$ cat src/rtl/rxpol_pkg.sv
package rxpol_pkg;

    typedef enum logic {
        POL_NORMAL   = 1'b0,
        POL_REVERSED = 1'b1
    } pol_e;

    typedef struct packed {
        pol_e pol;
    } dec_t;

endpackage

$ cat src/rtl/rxpol_tracker.sv
module rxpol_tracker #(
    parameter int CONFIRM_FRAMES = 2
) (
    input  logic clk,
    input  logic rst_n,
    input  logic clear_i,
    input  logic ev_i,
    input  logic ev_pol_i,
    output logic armed_o,
    output logic take_o
);
    localparam int CW = $clog2(CONFIRM_FRAMES + 1);

    typedef struct packed {
        logic          armed;
        logic          last;
        logic [CW-1:0] cnt;
    } trk_t;

    trk_t trk_d, trk_q;
    logic [CW-1:0] cnt_next;

    always_comb begin
        trk_d    = trk_q;
        take_o   = trk_q.armed & ev_i & ~clear_i;
        cnt_next = trk_q.cnt;
        if (clear_i) begin
            trk_d.armed = 1'b1;
            trk_d.last  = 1'b0;
            trk_d.cnt   = '0;
        end else if (take_o) begin
            if ((trk_q.cnt != '0) && (ev_pol_i == trk_q.last)) begin
                cnt_next = trk_q.cnt + CW'(1);
            end else begin
                cnt_next = CW'(1);
            end
            trk_d.cnt  = cnt_next;
            trk_d.last = ev_pol_i;
            if (cnt_next >= CW'(CONFIRM_FRAMES)) begin
                trk_d.armed = 1'b0;
            end
        end
    end

    always_ff @(posedge clk or negedge rst_n) begin
        if (!rst_n) begin
            trk_q <= '{armed: 1'b1, last: 1'b0, cnt: '0};
        end else begin
            trk_q <= trk_d;
        end
    end

    assign armed_o = trk_q.armed;

endmodule

$ cat src/rtl/rxpol_decision.sv
module rxpol_decision
    import rxpol_pkg::*;
(
    input  logic clk,
    input  logic rst_n,
    input  logic fail_i,
    input  logic load_i,
    input  logic load_pol_i,
    input  logic take_i,
    input  logic take_pol_i,
    output logic invert_o
);
    dec_t dec_d, dec_q;

    always_comb begin
        dec_d = dec_q;
        if (fail_i) begin
            dec_d = dec_q;
        end else if (load_i) begin
            dec_d.pol = pol_e'(load_pol_i);
        end else if (take_i) begin
            dec_d.pol = pol_e'(take_pol_i);
        end
    end

    always_ff @(posedge clk or negedge rst_n) begin
        if (!rst_n) begin
            dec_q <= '{pol: POL_NORMAL};
        end else begin
            dec_q <= dec_d;
        end
    end

    assign invert_o = (dec_q.pol == POL_REVERSED);

endmodule

$ cat src/rtl/rxpol_ctrl.sv
module rxpol_ctrl #(
    parameter int CONFIRM_FRAMES = 2
) (
    input  logic clk,
    input  logic rst_n,
    input  logic link_fail_i,
    input  logic link_pass_i,
    input  logic lp_pol_i,
    input  logic frame_end_i,
    input  logic etd_valid_i,
    input  logic etd_pol_i,
    output logic rx_invert_o,
    output logic pol_rev_o,
    output logic lp_accept_pol_o,
    output logic armed_o
);
    logic frame_ev;
    logic take;
    logic invert;

    // link pass outranks a frame end; link fail is handled in each submodule
    assign frame_ev = frame_end_i & etd_valid_i & ~link_pass_i;

    rxpol_tracker #(.CONFIRM_FRAMES(CONFIRM_FRAMES)) u_tracker (
        .clk      (clk),
        .rst_n    (rst_n),
        .clear_i  (link_fail_i),
        .ev_i     (frame_ev),
        .ev_pol_i (etd_pol_i),
        .armed_o  (armed_o),
        .take_o   (take)
    );

    rxpol_decision u_decision (
        .clk        (clk),
        .rst_n      (rst_n),
        .fail_i     (link_fail_i),
        .load_i     (link_pass_i),
        .load_pol_i (lp_pol_i),
        .take_i     (take),
        .take_pol_i (etd_pol_i),
        .invert_o   (invert)
    );

    assign rx_invert_o     = invert;
    assign pol_rev_o       = invert;
    assign lp_accept_pol_o = invert;

endmodule

$ cat config.mk
export PLATFORM = sky130hd
export DESIGN_NAME = rxpol_ctrl
export DESIGN_NICKNAME = d
export VERILOG_FILES = /design/src/rtl/rxpol_pkg.sv /design/src/rtl/rxpol_tracker.sv /design/src/rtl/rxpol_decision.sv /design/src/rtl/rxpol_ctrl.sv
export SDC_FILE = /design/constraint.sdc
export NUM_CORES = 1
export LEC_CHECK = 0
export BUFFER_PORTS_ARGS = -buffer_cell sky130_fd_sc_hd__buf_2
export CORE_AREA = 2 2 39 41
export CTS_CLUSTER_SIZE = 12
export DETAILED_ROUTE_END_ITERATION = 16
export DIE_AREA = 0 0 41 43
export HOLD_SLACK_MARGIN = 0.1
export PLACE_DENSITY = 0.52
export SLEW_MARGIN = 10
export SYNTH_ARGS = -nofsm -noshare
export SYNTH_HDL_FRONTEND = slang
export SYNTH_SLANG_ARGS = --single-unit
$ cat constraint.sdc
create_clock -name clk -period 1.53 [get_ports clk]
set_input_delay 0.153 -clock clk [delete_from_list [all_inputs] [get_ports clk]]
set_output_delay 0.153 -clock clk [all_outputs]
set_load 0.05 [all_outputs]
==> results.yml, run 1 <==
setup_path:
  cp_max_fo: 4
  cp-start-kind: "flop"
  reg2reg_depth: 3
  crit_chain: "nand4b_4, or4b_1, a21o_1"
  crit_slowest_cell: "dfstp_4"
  cpPeakStageDelay_ns: 0.63
  r2r-end: "u_tracker.armed_o"
  r2r_slack_ns: 0.04
  cpLargestDelayFamily: "flip-flops"
  path_buf_inv: 0
  crit_type: "flop to flop"
  end_kind: "flop"
  arrival_ns: 1.67
  required_ns: 1.71
  regToRegStartpoint: "u_tracker.armed_o"
  cp.depth: 3
drt:
  post_drt_wl_per_cell_um: 9.86
  drc: 0
  vias_per_cell: 4.46
  first_pass_iters: 3
  vias: 263
  drt-total-wl_um: 582
  drt_iter0_markers: 2
  detail-route-antenna-nets: 0
min_path:
  whs_path_depth: 2
  hold_end: "u_tracker.trk_q[1]"
  hold_start: "link_fail_i"
  min_path_type: "input pin to flop"
synthesis:
  synth.distinct_cells: 17
  seq_area_frac_synth: 0.435
  synth_cells: 28
  avgSynthCellArea_um2: 10.4
  synth.net_count: 37
  ys_warn_count: 0
  netlist_area_um2: 290
  ys_ff_latch: 5
final_layout:
  fin_util: 0.288
  finalNonFillerCells: 59
  drive_gt1_frac: 0.419
  layout.nets: 53
  stdcell_area_um2: 398
  antennaDiodeCount: 0
  fillerInstances: 155
  area_growth_pct: 37.1
flow_run:
  maxCapViolCount: 0
placement:
  placed_cell_area_um2: 362
  io_buffers: 11
  dp_hpwl_um: 475
  pre_cts_slack_ns: 0.0440
  placed_cells: 54
  gp_congestion: 0.606
cts:
  cts-root-buf: "clkbuf_4"
  clock_sink_count: 5
  cts_setup_buffers: 0
  cts_tree: "done"
  cts_hold_buf: 1
  worstSkewPairLatency_ns: 0.25
  cts.path.max_buffers: 2
  clk_pin_slew_ns: 0.04
  htreeDepth: 1
  cts_resized: 0
  cts_made_buffers: 3
sta:
  fin_skew_ns: 0.00393
  slew_viol_final: 0
  fmax_ghz: 0.673
  final.setup.worst_slack_ns: 0.0434
  relSlewSlack: 0.837
  period_share: 0.972
  rsz0062_at_grt: "no"
  fin_crit_ns: 1.49
  finalHoldViolCount: 0
  finalSetupViolCount: 0
  tightest_slew_ns: 0.247
grt:
  grt_pass1_vias: 239
  grt-ovfl-total: 0
  antenna_found_initial: 0
  grt_pass1_wl_um: 924
  track_usage: 0.0884
  grt_start_max_net_pins: 7
die:
  start_util: 0.210
  die_w_um: 41
  core-area_um2: 1380
  fp.dieH_um: 43
  dieArea_um2: 1760
  ios: 12
  rows: 14
status:
  status: "finished, final reports clean"
pwr:
  power_mw: 0.391
  seqPwrFrac: 0.368
  p_clk_frac: 0.398
  ir_worst_vdd_mv: 0.340
  p_sw_mw: 0.125
  power_density_nw_per_um2: 983
  internal-power_mw: 0.266
  leakage_nw: 0.176
  p_sw_frac: 0.319
  combPwrFrac: 0.234
worst register-to-register path: cells and delay by family (launching register included):
| family | cells | cell delay [ns] |
|---|---|---|
| AOI/OAI and AO/OA | 1 | 0.19 |
| DFF | 1 | 0.63 |
| and+or+nand+nor | 2 | 0.59 |
Yosys cell counts:
library cell  n  area (um2)
or4b_1        1        10.0
buf_4         2        15.0
a21o_1        1        7.51
and4b_2       1        11.3
nor3_1        1        5.00
ha_1          1        12.5
inv_1         3        11.3
nor2_1        2        7.51
a211oi_1      1        7.51
a2bb2oi_1     1        8.76
dfrtp_1       4         100
nand4b_4      1        23.8
xor2_1        1        8.76
a21oi_1       3        15.0
o22a_1        1        8.76
dfstp_2       1        26.3
nand2_1       3        11.3
worst max path at each step:
stage / start / to / slack, ns
2_1_floorplan: u_tracker.armed_o / u_tracker.armed_o / -0.05
6_report: u_tracker.armed_o / u_tracker.armed_o / 0.04
3_5_place_dp: u_tracker.armed_o / u_tracker.armed_o / 0.04
5_1_grt: u_tracker.armed_o / u_tracker.armed_o / 0.01
3_3_place_gp: u_tracker.armed_o / u_tracker.armed_o / 0.05
4_1_cts: u_tracker.armed_o / u_tracker.armed_o / 0.04
cells by family (layout without fill, tap and decap cells):
kind of cell	Yosys count	in the layout	share of synthesized area
adder cells (fa/ha/maj)	1	1	0.0431
AO/OA/AOI/OAI	7	7	0.164
XOR/XNOR	1	1	0.0302
AND/OR/NAND/NOR	9	9	0.237
flip-flops	5	5	0.435
buffers and inverters	5	20	0.0905
per-layer routing:
layer,up-vias,GRT usage,part of all wire
li1,127,-,-
met2,8,0.122,0.52
met5,-,0,0
met4,0,0.100,0.060
met3,4,0.0471,0.058
met1,124,0.0804,0.36
per-stage QoR:
step | TNS, ns | hold WS (ns)
floorplan | -0.0529 | -0.143
detailed placement | 0 | -0.0247
global route | 0 | 0.149
finish | 0 | 0.143
global placement | 0 | -0.0216
CTS | 0 | 0.143
flip-flops by register name (all words and copies together) (netlist names):
register,flops
u_tracker.trk_q,3
u_decision.invert_o,1
u_tracker.armed_o,1
layout make-up:
| cell class | instances | area (um2) | area share |
|---|---|---|---|
| inverters | 3 | 11.3 | 0.0283 |
| clock buffers | 4 | 26.3 | 0.0660 |
| flip-flops and latches | 5 | 130 | 0.327 |
| multi-input cells | 18 | 138 | 0.346 |
| repair buffers | 13 | 72.6 | 0.182 |
| well taps | 16 | 20.0 | 0.0503 |
cell usage in the layout (no fill, tap or decap), types with 2 or more instances in the layout:
cell type / n
clkbuf_4: 3
inv_1: 3
a21oi_1: 3
nand2_1: 3
nor2_1: 2
buf_2: 11
dfrtp_1: 4
power groups by stage:
stage / Combinational (mW) / Clock (mW) / Sequential [mW]
CTS: 0.0930 / 0.163 / 0.144
global placement: 0.0915 / 0 / 0.146
global route: 0.0988 / 0.170 / 0.145
detailed placement: 0.0908 / 0 / 0.146
floorplan: 0.0561 / 0 / 0.158
finish: 0.0916 / 0.156 / 0.144
Note: power is estimated with default switching activity, not from simulation.
==> run 2, diff against run 1 <==
--- a/constraint.sdc
+++ b/constraint.sdc
@@ -3,2 +3,2 @@
 set_output_delay 0.153 -clock clk [all_outputs]
-set_load 0.05 [all_outputs]
+set_load 0.1 [all_outputs]
==> results.yml, run 2 (same netlist as run 1, synthesis figures left out) <==
grt:
  grt-ovfl-total: 0
  antenna_found_initial: 0
  grt_start_max_net_pins: 7
  grt_pass1_vias: 261
  grt_pass1_wl_mm: 1.03
  track_usage: 0.0939
final_layout:
  area_growth_pct: 44.8
  fin_util: 0.304
  layout_commonest_cell: "buf_2"
  final_cell_mix: "10 x buf_2, 4 x dfrtp_1"
  finalNonFillerCells: 60
  largest_register: "u_tracker.trk_q"
  layout.nets: 54
  drive_gt1_frac: 0.432
  antennaDiodeCount: 0
  fillerInstances: 156
  largest_register_ffs: 3
drt:
  drc: 0
  vias: 255
  drt_iter0_markers: 2
  post_drt_wl_per_cell_um: 10.8
  first_pass_iters: 2
  vias_per_cell: 4.25
  detail-route-antenna-nets: 0
  drt-total-wl_um: 650
die:
  fp.dieH_um: 43
  dieArea_um2: 1760
  start_util: 0.210
  core-area_um2: 1380
  ios: 12
  die_w_um: 41
  rows: 14
setup_path:
  regToRegStartpoint: "u_tracker.armed_o"
  cp-start-kind: "flop"
  end_kind: "flop"
  crit_type: "flop to flop"
  crit_chain: "nand4b_4, or4b_1, a21o_1"
  r2r_slack_ns: 0.05
  crit_slowest_cell: "dfstp_4"
  cpPeakStageDelay_ns: 0.62
  reg2reg_depth: 3
  cp_max_fo: 2
  arrival_ns: 1.66
  required_ns: 1.71
  r2r-end: "u_tracker.armed_o"
cts:
  cts-root-buf: "clkbuf_4"
  cts_tree: "done"
  cts.path.max_buffers: 2
  clock_sink_count: 5
  cts_made_buffers: 3
  worstSkewPairLatency_ns: 0.24
  htreeDepth: 1
  clk_pin_slew_ns: 0.05
  cts_setup_buffers: 0
pwr:
  p_sw_frac: 0.391
  p_sw_mw: 0.171
  internal-power_mw: 0.266
  power_density_nw_per_um2: 1040
  p_clk_frac: 0.363
  leakage_nw: 0.189
  seqPwrFrac: 0.327
  ir_worst_vdd_mv: 0.544
  power_mw: 0.438
  combPwrFrac: 0.310
min_path:
  hold_end: "u_tracker.trk_q[1]"
  whs_path_depth: 2
  hold_start: "link_fail_i"
  min_path_type: "input pin to flop"
placement:
  pre_cts_slack_ns: 0.0469
  gp_congestion: 0.670
  dp_hpwl_um: 547
  placed_cells: 55
  io_buffers: 11
sta:
  rsz0062_at_grt: "no"
  tightest_slew_ns: 0.482
  relSlewSlack: 0.681
  finalSetupViolCount: 0
  final.setup.worst_slack_ns: 0.0479
  fin_crit_ns: 1.48
  period_share: 0.969
  slew_viol_final: 0
  tns_ns: 0
  finalHoldViolCount: 0
  fin_skew_ns: 0.000561
  fmax_ghz: 0.675
flow_run:
  maxCapViolCount: 0
status:
  status: "finished, final reports clean"
## run 2: cell types whose count changed in the layout (fill, tap and decap cells not counted)
cell    previous run  this run
buf_4              1         2
buf_2             11        10
buf_12             0         1
## run 2: repair_timing
action,CTS,global route
hold buffers,1,0
gates resized for setup,0,0
endpoints found under the hold margin,5,0
## run 2: routing by layer
metal  vias to the layer above  share of wire  routed length [um]  GRT usage
met4                         0              0                   0      0.100
met1                       122           0.39                 254     0.0918
met2                         3           0.58                 375      0.147
met3                         0          0.031                  20     0.0157
li1                        130              -                   -          -
met5                         -              0                   0          0
## run 2: per-stage QoR
stage          instance area [um2]  hold slack, ns
6_report                       420           0.150
5_1_grt                        420           0.143
4_1_cts                        420           0.140
3_5_place_dp                   384         -0.0217
3_3_place_gp                   384         -0.0205
2_1_floorplan                  294          -0.143
## run 2: cell type report
type                            count  area (um2)  area share
Clock buffer                        4        26.3      0.0625
Inverter                            3        11.3      0.0268
Multi-Input combinational cell     18         138       0.327
Sequential cell                     5         130       0.310
Tap cell                           16        20.0      0.0476
Timing Repair Buffer               14        95.1       0.226
## run 2: power by group through the flow
stage          combinational (mW)  sequential, mW  clock, mW
2_1_floorplan              0.0849           0.172          0
3_3_place_gp                0.135           0.145          0
3_5_place_dp                0.135           0.145          0
4_1_cts                     0.137           0.143      0.171
5_1_grt                     0.142           0.144      0.176
6_report                    0.136           0.143      0.159
## run 2: worst max-delay path by stage
stage	depth (start not counted)	end	slack [ns]	startpoint
2_1_floorplan	3	u_tracker.armed_o	-0.15	u_tracker.armed_o
3_3_place_gp	3	u_tracker.armed_o	0.07	u_tracker.armed_o
3_5_place_dp	3	u_tracker.armed_o	0.05	u_tracker.armed_o
4_1_cts	3	u_tracker.armed_o	0.04	u_tracker.armed_o
5_1_grt	3	u_tracker.armed_o	0.008	u_tracker.armed_o
6_report	3	u_tracker.armed_o	0.05	u_tracker.armed_o
## run 2: worst max-delay path: cells and delay by family (launching register included)
family             cells  cell delay, ns
AOI/OAI and AO/OA      1            0.19
DFF                    1            0.62
and+or+nand+nor        2            0.60
